===== src/rtl/linkneg_fsm.sv =====
module linkneg_fsm #(
  parameter int MATCH_N = 3,
  parameter int ACK_N   = 3,
  parameter int TIMEOUT = 64
) (
  input  logic        clk,
  input  logic        rst_n,
  input  logic        an_enable,
  input  logic [3:0]  adv_abil,
  input  logic        restart_set,
  input  logic        sw_reset,
  input  logic        pwrdn_reset,
  input  logic        link_down,
  output logic        restart_bit,
  output logic        tx_valid,
  output logic [15:0] tx_word,
  input  logic        rx_valid,
  input  logic [15:0] rx_word,
  output logic        an_done,
  output logic        no_match,
  output logic        res_speed100,
  output logic        res_full,
  output logic [15:0] partner_word
);
  localparam int CW = $clog2(MATCH_N + 1);
  localparam int AW = $clog2(ACK_N + 1);
  localparam int WW = $clog2(TIMEOUT + 1);
  localparam logic [4:0] SEL = 5'b00001;

  typedef enum logic [2:0] {ST_IDLE, ST_ABIL, ST_ACK, ST_DONE, ST_NOMATCH} st_t;

  st_t         st, st_d;
  logic [3:0]  adv_q;
  logic [15:0] last_q, last_d;
  logic [CW-1:0] run_q, run_d, run_nx;
  logic [AW-1:0] ack_q, ack_d;
  logic [WW-1:0] wd_q, wd_d;
  logic        spd_q, spd_d, fdx_q, fdx_d, rbit_q, go;
  logic        evt, sel_ok, same, wd_end;
  logic [3:0]  common;

  assign evt    = sw_reset | pwrdn_reset | link_down | rbit_q;
  assign sel_ok = rx_word[4:0] == SEL;
  assign same   = rx_word[13:0] == last_q[13:0];
  assign wd_end = wd_q == WW'(TIMEOUT - 1);
  assign run_nx = (run_q != '0 && same) ? run_q + 1'b1 : CW'(1);
  assign common = adv_q & rx_word[8:5];

  always_comb begin
    st_d   = st;
    go     = 1'b0;
    last_d = last_q;
    run_d  = run_q;
    ack_d  = ack_q;
    wd_d   = wd_q;
    spd_d  = spd_q;
    fdx_d  = fdx_q;
    if (!an_enable) begin
      st_d = ST_IDLE;
    end else if (evt || st == ST_IDLE) begin
      go = 1'b1;
    end else begin
      case (st)
        ST_ABIL: begin
          if (rx_valid && sel_ok) begin
            wd_d   = '0;
            run_d  = run_nx;
            last_d = rx_word;
            if (run_nx == CW'(MATCH_N)) begin
              if (common == 4'b0) begin
                st_d = ST_NOMATCH;
              end else begin
                st_d  = ST_ACK;
                spd_d = common[3] | common[2];
                fdx_d = common[3] | (~common[2] & common[1]);
              end
            end
          end else begin
            if (rx_valid) run_d = '0;
            if (wd_end) go = 1'b1;
            else wd_d = wd_q + 1'b1;
          end
        end
        ST_ACK: begin
          if (rx_valid) begin
            if (!same) begin
              go = 1'b1;
            end else begin
              wd_d = '0;
              if (rx_word[14]) begin
                ack_d = ack_q + 1'b1;
                if (ack_q + 1'b1 == AW'(ACK_N)) st_d = ST_DONE;
              end
            end
          end else if (wd_end) begin
            go = 1'b1;
          end else begin
            wd_d = wd_q + 1'b1;
          end
        end
        default: ;
      endcase
    end
  end

  always_ff @(posedge clk or negedge rst_n) begin
    if (!rst_n) begin
      st     <= ST_IDLE;
      adv_q  <= '0;
      last_q <= '0;
      run_q  <= '0;
      ack_q  <= '0;
      wd_q   <= '0;
      spd_q  <= 1'b0;
      fdx_q  <= 1'b0;
      rbit_q <= 1'b0;
    end else begin
      rbit_q <= restart_set | (rbit_q & ~go);
      if (go) begin
        st     <= ST_ABIL;
        adv_q  <= adv_abil;
        last_q <= '0;
        run_q  <= '0;
        ack_q  <= '0;
        wd_q   <= '0;
        spd_q  <= 1'b0;
        fdx_q  <= 1'b0;
      end else begin
        st     <= st_d;
        last_q <= last_d;
        run_q  <= run_d;
        ack_q  <= ack_d;
        wd_q   <= wd_d;
        spd_q  <= spd_d;
        fdx_q  <= fdx_d;
      end
    end
  end

  assign restart_bit  = rbit_q;
  assign tx_valid     = st == ST_ABIL || st == ST_ACK;
  assign tx_word      = tx_valid ? {1'b0, st == ST_ACK, 5'b0, adv_q, SEL} : 16'h0;
  assign an_done      = st == ST_DONE;
  assign no_match     = st == ST_NOMATCH;
  assign res_speed100 = an_done & spd_q;
  assign res_full     = an_done & fdx_q;
  assign partner_word = an_done ? last_q : 16'h0;
endmodule


===== config.mk =====
export PLATFORM = sky130hd
export DESIGN_NAME = linkneg_fsm
export DESIGN_NICKNAME = d
export VERILOG_FILES = /design/src/rtl/linkneg_fsm.sv
export SDC_FILE = /design/constraint.sdc
export NUM_CORES = 1
export LEC_CHECK = 0
export ABC_CLOCK_PERIOD_IN_PS = 5750
export BUFFER_PORTS_ARGS = -buffer_cell sky130_fd_sc_hd__buf_2
export CORE_ASPECT_RATIO = 2
export CORE_MARGIN = 2
export CORE_UTILIZATION = 50
export DETAILED_ROUTE_END_ITERATION = 12
export PLACE_DENSITY = 0.75
export SYNTH_ARGS = -nofsm -noshare
export SYNTH_HDL_FRONTEND = slang
export SYNTH_SLANG_ARGS = --single-unit
export TNS_END_PERCENT = 100

===== constraint.sdc =====
create_clock -name clk -period 5.75 [get_ports clk]
set_input_delay 1.4375 -clock clk [delete_from_list [all_inputs] [get_ports clk]]
set_output_delay 1.4375 -clock clk [all_outputs]
set_load 0.01 [all_outputs]

Word level (Yosys, flattened, before mapping). Index checks and enable logic that the tools add are counted.

Bits in registers: 37. Bits of input ports: 28. Output and inout bits: 38. Word-level logic and storage cells: 129.

$add $sub $neg: 3. Equal/unequal tests: 20. Multiplexer cells: 61. Bitwise logic cells: 13. Reduce and logical (&&, ||, !) cells: 23.

Operators by type and width (number): 16-bit 2-to-1 mux (6); 7-bit 2-to-1 mux (7); 3-bit 2-to-1 mux (10); 2-bit 2-to-1 mux (14); 4-bit != test (second input constant) (7); 1-bit 2-to-1 mux (20); 2-bit nonzero test (9); 15-bit 2-to-1 mux (1); 14-bit == test (1); 7-bit case mux with 2 select lines (1); 4-bit AND reduction (3); 6-bit AND reduction (2); 8-bit AND reduction (1); 7-bit by 1-bit adder with 7-bit output (second input constant) (1); 7-bit by 6-bit == test with 1-bit output (second input constant) (1); 3-bit by 2-bit == test with 1-bit output (second input constant) (2); 1-bit OR (6); 3-bit case mux with 2 select lines (1); 3-bit nonzero test (2); 5-bit by 1-bit == test with 1-bit output (second input constant) (1); 2-bit by 1-bit adder with 2-bit output (second input constant) (2); 1-bit bitwise AND (4); 4-bit bitwise AND (1); 2-bit == test (second input constant) (2); 11 further kinds (15).

Logic depth before layout (Yosys ltp). Gate-level depths: netlist of run 1.

Word-level depth: 11. Depth in mapped cells: 8. Depth with buffers taken out: 8.

Worst setup path after synthesis of run 1. Ideal clock, no wire load.

Path type: input to register. Start: in rx_word[1]. End: reg fdx_q. Library setup time: 0.121 ns. Arrival: 2.952 ns. Data required time: 5.629 ns. Slack: 2.677 ns. Stages on the path: 7. Buffers on the path: 1. Path through: nor4_1 -> and3_2 -> nand4_1 -> buf_2 -> or4_4 -> mux2i_1 -> nor2_1.

Longest elaborated chain between the ends: 8. Elaborated cells between the ends (all ways): 20. Classes of those cells: eq/ne (5); mux (8); reduce/logical (7).

RTL lines: start: declaration (line 18) `input logic [15:0] rx_word,`; 14-bit == test or 5-bit by 1-bit == test with 1-bit output (tied branches) (line 44, 43); 1-bit 2-to-1 mux or 1-bit logical AND (tied branches) (line 86, 65); 1-bit 2-to-1 mux (on tied branches) (line 85, 65); 1-bit case mux with 2 select lines (line 63) `case (st)`; 1-bit 2-to-1 mux (line 60) `end else if (evt || st == ST_IDLE) begin`; 1-bit 2-to-1 mux (line 58) `if (!an_enable) begin`; 2-bit != test (no line) or 2-bit nonzero test (tied branches); 6-bit AND reduction (no line); end signal: assignment (line 115) `fdx_q <= 1'b0;`; end signal: assignment (line 127) `fdx_q <= 1'b0;`; end signal: assignment (line 135) `fdx_q <= fdx_d;`; end: declaration (line 38) `logic spd_q, spd_d, fdx_q, fdx_d, rbit_q, go;`.

Parallel ways exist; a longest one is shown, timed or not. A chain may end at the register's enable or synchronous reset.

Final worst setup path of run 1.
Start: reg st[2]. End: out tx_valid.

Longest elaborated chain between the ends: 2. Elaborated cells between the ends (all ways): 3. Classes of those cells: eq/ne (2); reduce/logical (1).

RTL lines: start: declaration (line 32) `st_t st, st_d;`; start signal: assignment (line 129) `st <= st_d;`; 3-bit by 1-bit == test with 1-bit output or 3-bit by 2-bit == test with 1-bit output (tied branches) (line 141) `assign tx_valid = st == ST_ABIL || st == ST_ACK;`; 1-bit logical OR * (line 141); end: declaration (line 15) `output logic tx_valid,`.

Mark *: on every way between the ends. The rest lies on a longest branch, timed or not.

==> results of run 1 <==
==> worst reg2reg max path, stage by stage (launching register included) <==
cell and delay, ps:
dfrtp_1 370, ha_1 200, and3_1 220, nand4b_1 300, nor4_4 350, nor2_2 160, a21oi_4 580, mux2_2 420
==> through the flow <==
stage          worst slack [ps]  std cells  instance area (um^2)  hold slack (ps)
4_1_cts                    2467        338                  2596            508.2
6_report                   2504        338                  2596            502.3
3_5_place_dp               2229        330                  2514            494.4
5_1_grt                    2305        338                  2596            529.8
2_1_floorplan              2677        237                  2270            472.7
3_3_place_gp               2300        330                  2514            483.0
==> cell type report <==
| class | count | area share [%] |
|---|---|---|
| clock inverters | 2 | 0.3855 |
| inverters | 9 | 1.301 |
| multi-input cells | 173 | 46.07 |
| repair buffers | 57 | 11.18 |
| clock buffers | 6 | 2.795 |
| flip-flops and latches | 37 | 35.66 |
| well taps | 54 | 2.602 |
==> cell usage after synthesis (2+ instances only) <==
| library cell | count | area share (%) |
|---|---|---|
| a31oi_1 | 2 | 0.56 |
| nor3b_1 | 2 | 0.67 |
| and2_1 | 20 | 5.6 |
| dfrtp_1 | 37 | 41 |
| a21oi_1 | 6 | 1.3 |
| buf_4 | 11 | 3.7 |
| nand2_1 | 12 | 2.0 |
| xor2_1 | 14 | 5.5 |
| inv_1 | 9 | 1.5 |
| and3b_1 | 4 | 1.6 |
| nor2_1 | 23 | 3.9 |
| buf_2 | 4 | 0.90 |
| nor3_1 | 3 | 0.67 |
| nor4_1 | 5 | 1.4 |
| clkbuf_1 | 3 | 0.50 |
| nor2b_1 | 4 | 1.1 |
| nand3_1 | 7 | 1.6 |
| nand4_1 | 4 | 1.1 |
| ha_1 | 3 | 1.7 |
| mux2_2 | 5 | 2.5 |
| o21ai_0 | 6 | 1.3 |
| mux2i_1 | 14 | 6.3 |
==> flip-flops by register name, indices dropped and copies added (netlist names) <==
name and cells:
ack_q 2, spd_q 1, fdx_q 1, last_q 16, wd_q 7, restart_bit 1, st 3, run_q 2
adv_q 4
==> placed cells by master (no fill, tap or decap), drive strengths merged, types with 6 or more instances in the layout <==
cell and instances:
conb 10, a21oi 7, buf 57, nor4 6, dfrtp 37, clkbuf 6
and2 20, inv 9, o21ai 7, nor2 24, nand3 7, xor2 14
nand2 12, mux2i 14
==> path summary, 6_finish.rpt <==
kind | from | to | slack (ps) | cells past startpoint
max | st[2] | tx_valid | 2500 | 4
min | restart_bit | restart_bit | 500 | 1
max reg2reg | wd_q[0] | adv_q[2] | 3040 | 7
min reg2reg | restart_bit | restart_bit | 500 | 1
max in group asynchronous | rst_n | ack_q[0] | 4000 | 1
min in group asynchronous | rst_n | restart_bit | 1230 | 1
==> cell families (layout without fill, tap and decap cells) <==
kind of cell,after synthesis,count (layout),synth area share [%]
simple gates,99,99,26.69
flops,37,37,41.41
compound gates,28,28,9.178
buf+inv,27,74,6.603
mux,19,19,8.785
xor+xnor,14,14,5.484
fa+ha+maj,3,3,1.679
other cells,1,10,0.1677
==> power by group through the flow <==
stage / Combinational (mW) / Clock [mW] / Sequential, mW
after detailed placement: 0.0562 / 0 / 0.280
final: 0.0558 / 0.175 / 0.275
after CTS: 0.0565 / 0.181 / 0.275
after global placement: 0.0553 / 0 / 0.279
after global routing: 0.0619 / 0.192 / 0.276
after floorplan: 0.0356 / 0 / 0.277
==> metal layers <==
layer  vias to the layer above  part of all wire (%)  GRT usage [%]
met2                        45                    59          41.06
li1                        879                     -              -
met1                       875                    35          23.20
met3                        11                   3.5          3.485
met4                         0                   2.3          8.300
met5                         -                     0              0
==> impl_metrics.csv, run 1 <==
group,metric,value,unit
outcome,run_status,"complete, no violations",
layout,area_growth,16.12,%
power_and_ir_drop,ir_drop,0.0001638,V
global_routing,grt_pass1_wl,8404,um
floorplanning,dieArea,0.005055,mm^2
synth,synth_edf_count,0,
timing,setup_viol,0,
power_and_ir_drop,p_sw,133.1,uW
layout,fillers,405,
cts,post_cts_buffers,0,
cts,ctsLongestPathBuffers,2,
cts,cts-htree-levels,2,
cts,hold_buffers,0,
global_routing,grt_use_total,21.79,%
setup_path,start_kind,"flop",
global_routing,grt_max_degree,38,
cts,postCtsResizedCells,0,
power_and_ir_drop,p_int,373.0,uW
power_and_ir_drop,p_total,506.2,uW
cts,path_clk_slew,70,ps
setup_path,crit_fanout,8,
setup_path,cp_slowest_cell,"dfrtp_1",
floorplanning,die_w,51.29,um
place,io_buffers,55,
global_routing,overflow,0,
cts,numCtsBuffers,5,
global_routing,grt_antenna_before_repair,0,
worst_hold_path,min_path_type,"reg -> reg",
setup_path,cp_top_family,"flip-flops",
power_and_ir_drop,p_leak,1.388,nW
detailed_routing,routedWlPerCell,14.94,um
layout,antenna_cells,0,
timing,relSlewSlack,45.74,%
power_and_ir_drop,power.share.switching,26.30,%
power_and_ir_drop,powerDensity,195.0,mW/mm^2
layout,multi_input_area,0.001196,mm^2
synth,synth_flop_cell,"dfrtp_1",
synth,ys_types,52,
place,dp_hpwl,3890,um
synth,syn_inst,228,
power_and_ir_drop,pwr-share-seq,54.3,%
detailed_routing,drc,0,
setup_path,critPathCaptureType,"output port",
timing,finalClockSkew,6.880,ps
setup_path,required,4310,ps
setup_path,worstSetupPathType,"reg -> out",
synth,yosysWarningCount,0,
cts,ctsRootBufferMaster,"clkbuf_8",
synth,async_flop_share,100.0,%
setup_path,critical_path.max_stage_delay,570,ps
place,globalplace.congestion,0.9093,
detailed_routing,wirelength,5051,um
floorplanning,die-height,98.57,um
layout,fin_nets,314,
power_and_ir_drop,combPwrFrac,11.0,%
detailed_routing,routed_via_density,5.355,
floorplanning,rows,34,
detailed_routing,drt_first_iter_violations,27,
timing,max_freq,0.3080,GHz
cts,cts_tree,"built",
synth,syn_area_per_cell,9.807,um^2
layout,drive_above_1_share,28.52,%
layout,fin_util,59.83,%
run,maxCapViolations,0,
setup_path,critical_path_buf_inv_count,2,
cts,clock_latency,290,ps
cts,clock-sinks,37,
floorplanning,ios,66,
timing,tightestPinTransition,814.0,ps
power_and_ir_drop,clkPwrFrac,34.7,%
timing,rsz0062_at_grt,"false",
floorplanning,initial_core_util,51.53,%
timing,fin_crit,3246,ps
timing,hold_violations,0,
timing,slew_violations,0,
floorplanning,coreArea,0.004339,mm^2
global_routing,grt_pass1_vias,1802,
detailed_routing,via_count,1810,
setup_path,arrival,1810,ps
setup_path,crit_chain,"nor2_1 > a21oi_1 > inv_1 > buf_2",
layout,seqCellArea,925.9,um^2
timing,setup_tns,0,ps
synth,synth.ff_latch_count,37,
detailed_routing,first_pass_iters,5,
timing,timing.final.crit_share,56.46,%
synth,ys_seq_area_share,41.41,%
detailed_routing,ant_nets,0,
synth,synthesis.area,0.002236,mm^2
(Power assumes the default switching activity.)
==> run 2, diff against run 1 <==
--- a/config.mk
+++ b/config.mk
@@ -5,13 +5,13 @@
 export SDC_FILE = /design/constraint.sdc
 export NUM_CORES = 1
 export LEC_CHECK = 0
-export ABC_CLOCK_PERIOD_IN_PS = 5750
+export ABC_CLOCK_PERIOD_IN_PS = 2660
 export BUFFER_PORTS_ARGS = -buffer_cell sky130_fd_sc_hd__buf_2
 export CORE_ASPECT_RATIO = 2
 export CORE_MARGIN = 2
-export CORE_UTILIZATION = 50
+export CORE_UTILIZATION = 47
 export DETAILED_ROUTE_END_ITERATION = 12
-export PLACE_DENSITY = 0.75
+export PLACE_DENSITY = 0.74
 export SYNTH_ARGS = -nofsm -noshare
 export SYNTH_HDL_FRONTEND = slang
 export SYNTH_SLANG_ARGS = --single-unit
==> constraint.sdc (replaced) <==
create_clock -name clk -period 2.66 [get_ports clk]
set_input_delay 0.665 -clock clk [delete_from_list [all_inputs] [get_ports clk]]
set_output_delay 0.665 -clock clk [all_outputs]
set_load 0.01 [all_outputs]
==> run 2 against run 1 <==
Effect of this change:
- utilization down 2.5 points
- highest routed layer unchanged
- critical endpoint unchanged
- first-iteration DRC count is 22% higher
- worst setup slack worse by 2300 ps
==> impl_metrics.csv, run 2 (synthesis results as in run 1) <==
group,metric,value,unit
cts,numCtsBuffers,5,
layout,fin_util,57.33,%
floorplanning,rows,35,
power_and_ir_drop,power.share.switching,25.74,%
setup_path,crit_path_end,"tx_valid",
layout,final_common_cell,"buf_2",
worst_hold_path,min_path_type,"in -> async",
timing,max_freq,0.4038,GHz
timing,fin_crit,2477,ps
detailed_routing,drt_first_iter_violations,33,
setup_path,arrival,1810,ps
timing,finalClockSkew,4.491,ps
floorplanning,dieArea,0.005358,mm^2
power_and_ir_drop,p_int,812.1,uW
setup_path,crit_start,"st[2]",
floorplanning,die-height,101.5,um
timing,whs,462.2,ps
global_routing,grt_use_total,20.59,%
detailed_routing,via_count,1822,
timing,hold_violations,0,
layout,drive_above_1_share,29.41,%
global_routing,grt_antenna_before_repair,0,
detailed_routing,wirelength,5008,um
power_and_ir_drop,ir_drop,0.0003605,V
setup_path,timing.rr.end,"ack_q[0]",
timing,setup_tns,0,ps
global_routing,grt_pass1_wl,8142,um
power_and_ir_drop,powerDensity,414.8,mW/mm^2
layout,area_growth,17.91,%
setup_path,start_kind,"flop",
cts,hold_buffers,0,
cts,clock-sinks,37,
layout,largest_register,"last_q",
timing,tightestPinTransition,811.6,ps
power_and_ir_drop,combPwrFrac,11.1,%
timing,relSlewSlack,45.89,%
cts,cts-htree-levels,2,
place,io_buffers,55,
power_and_ir_drop,p_sw,281.4,uW
cts,ctsRootBufferMaster,"clkbuf_8",
power_and_ir_drop,pwr-share-seq,54.4,%
detailed_routing,ant_nets,0,
layout,largest_reg_flops,16,
timing,rsz0062_at_grt,"false",
setup_path,worstSetupPathType,"reg -> out",
setup_path,rr_startpoint,"wd_q[0]",
place,dp_hpwl,3838,um
setup_path,reg2regPathDepth,8,
place,globalplace.congestion,0.8889,
cts,postCtsResizedCells,0,
setup_path,critPathCaptureType,"output port",
timing,timing.final.crit_share,93.11,%
detailed_routing,routed_via_density,5.297,
power_and_ir_drop,p_total,1.094,mW
layout,antenna_cells,0,
detailed_routing,first_pass_iters,4,
power_and_ir_drop,clkPwrFrac,34.5,%
floorplanning,ios,66,
setup_path,rrSetupSlack,280,ps
layout,seqCellArea,925.9,um^2
outcome,run_status,"complete, no violations",
cts,cts_tree,"built",
timing,slew_violations,0,
layout,fillers,441,
global_routing,grt_pass1_vias,1772,
layout,fin_nets,319,
global_routing,grt_max_degree,38,
floorplanning,initial_core_util,48.63,%
run,maxCapViolations,0,
global_routing,overflow,0,
detailed_routing,routedWlPerCell,14.56,um
floorplanning,die_w,52.77,um
setup_path,crit_fanout,8,
floorplanning,coreArea,0.004598,mm^2
layout,layout_common_cells,"buf_2, dfrtp_1, nor2_1",
cts,post_cts_buffers,0,
timing,setup_viol,0,
cts,clock_latency,290,ps
setup_path,required,2000,ps
cts,ctsLongestPathBuffers,2,
detailed_routing,drc,0,
layout,largestRegisters,"last_q x16, wd_q x7, adv_q x4",
layout,multi_input_area,0.001196,mm^2
cts,path_clk_slew,70,ps
power_and_ir_drop,p_leak,1.404,nW
run 2: cell count changes in the layout (fill, tap and decap cells not counted):
| cell | change |
|---|---|
| buf_4 | +5 |
| clkbuf_1 | +1 |
| clkinv_2 | -2 |
| clkinvlp_4 | +1 |
run 2: worst min-delay path by stage:
stage,to,slack (ps),depth (start not counted)
5_1_grt,wd_q[5],530,1
6_report,wd_q[5],460,1
3_5_place_dp,restart_bit,490,1
4_1_cts,wd_q[5],490,1
3_3_place_gp,restart_bit,480,1
2_1_floorplan,ack_q[0],370,0
run 2: power groups by stage:
stage          Clock [mW]  Combinational [mW]  Sequential [mW]
2_1_floorplan           0              0.0769            0.599
3_3_place_gp            0               0.122            0.604
3_5_place_dp            0               0.123            0.606
4_1_cts             0.391               0.124            0.594
5_1_grt             0.412               0.137            0.597
6_report            0.377               0.122            0.595
run 2: cell type report:
type	count	share of cell area, %
inverters	9	1.281
repair buffers	62	12.43
flip-flops and latches	37	35.12
clock inverters	1	0.2848
multi-input cells	173	45.37
well taps	55	2.610
clock buffers	7	2.895
run 2: per-layer routing:
metal	global-route usage [%]	part of all wire, %	up-vias	wire length, um
li1	-	-	890	-
met1	22.87	38	879	1891
met2	36.63	55	41	2767
met3	3.982	3.9	12	195
met4	9.073	3.1	0	153
met5	0	0	-	0
run 2: stage by stage:
stage          area, um^2  std cells  setup WS, ps
5_1_grt              2636        344         11.16
2_1_floorplan        2270        237         359.6
3_3_place_gp         2552        336         164.6
4_1_cts              2636        344         169.5
3_5_place_dp         2552        336         116.5
6_report             2636        344         183.3
run 2: critical path, cell delays in order, from the launching register on:
cell and delay (ps):
dfrtp_1 550, nor2_1 200, a21oi_1 510, inv_1 110, buf_2 160
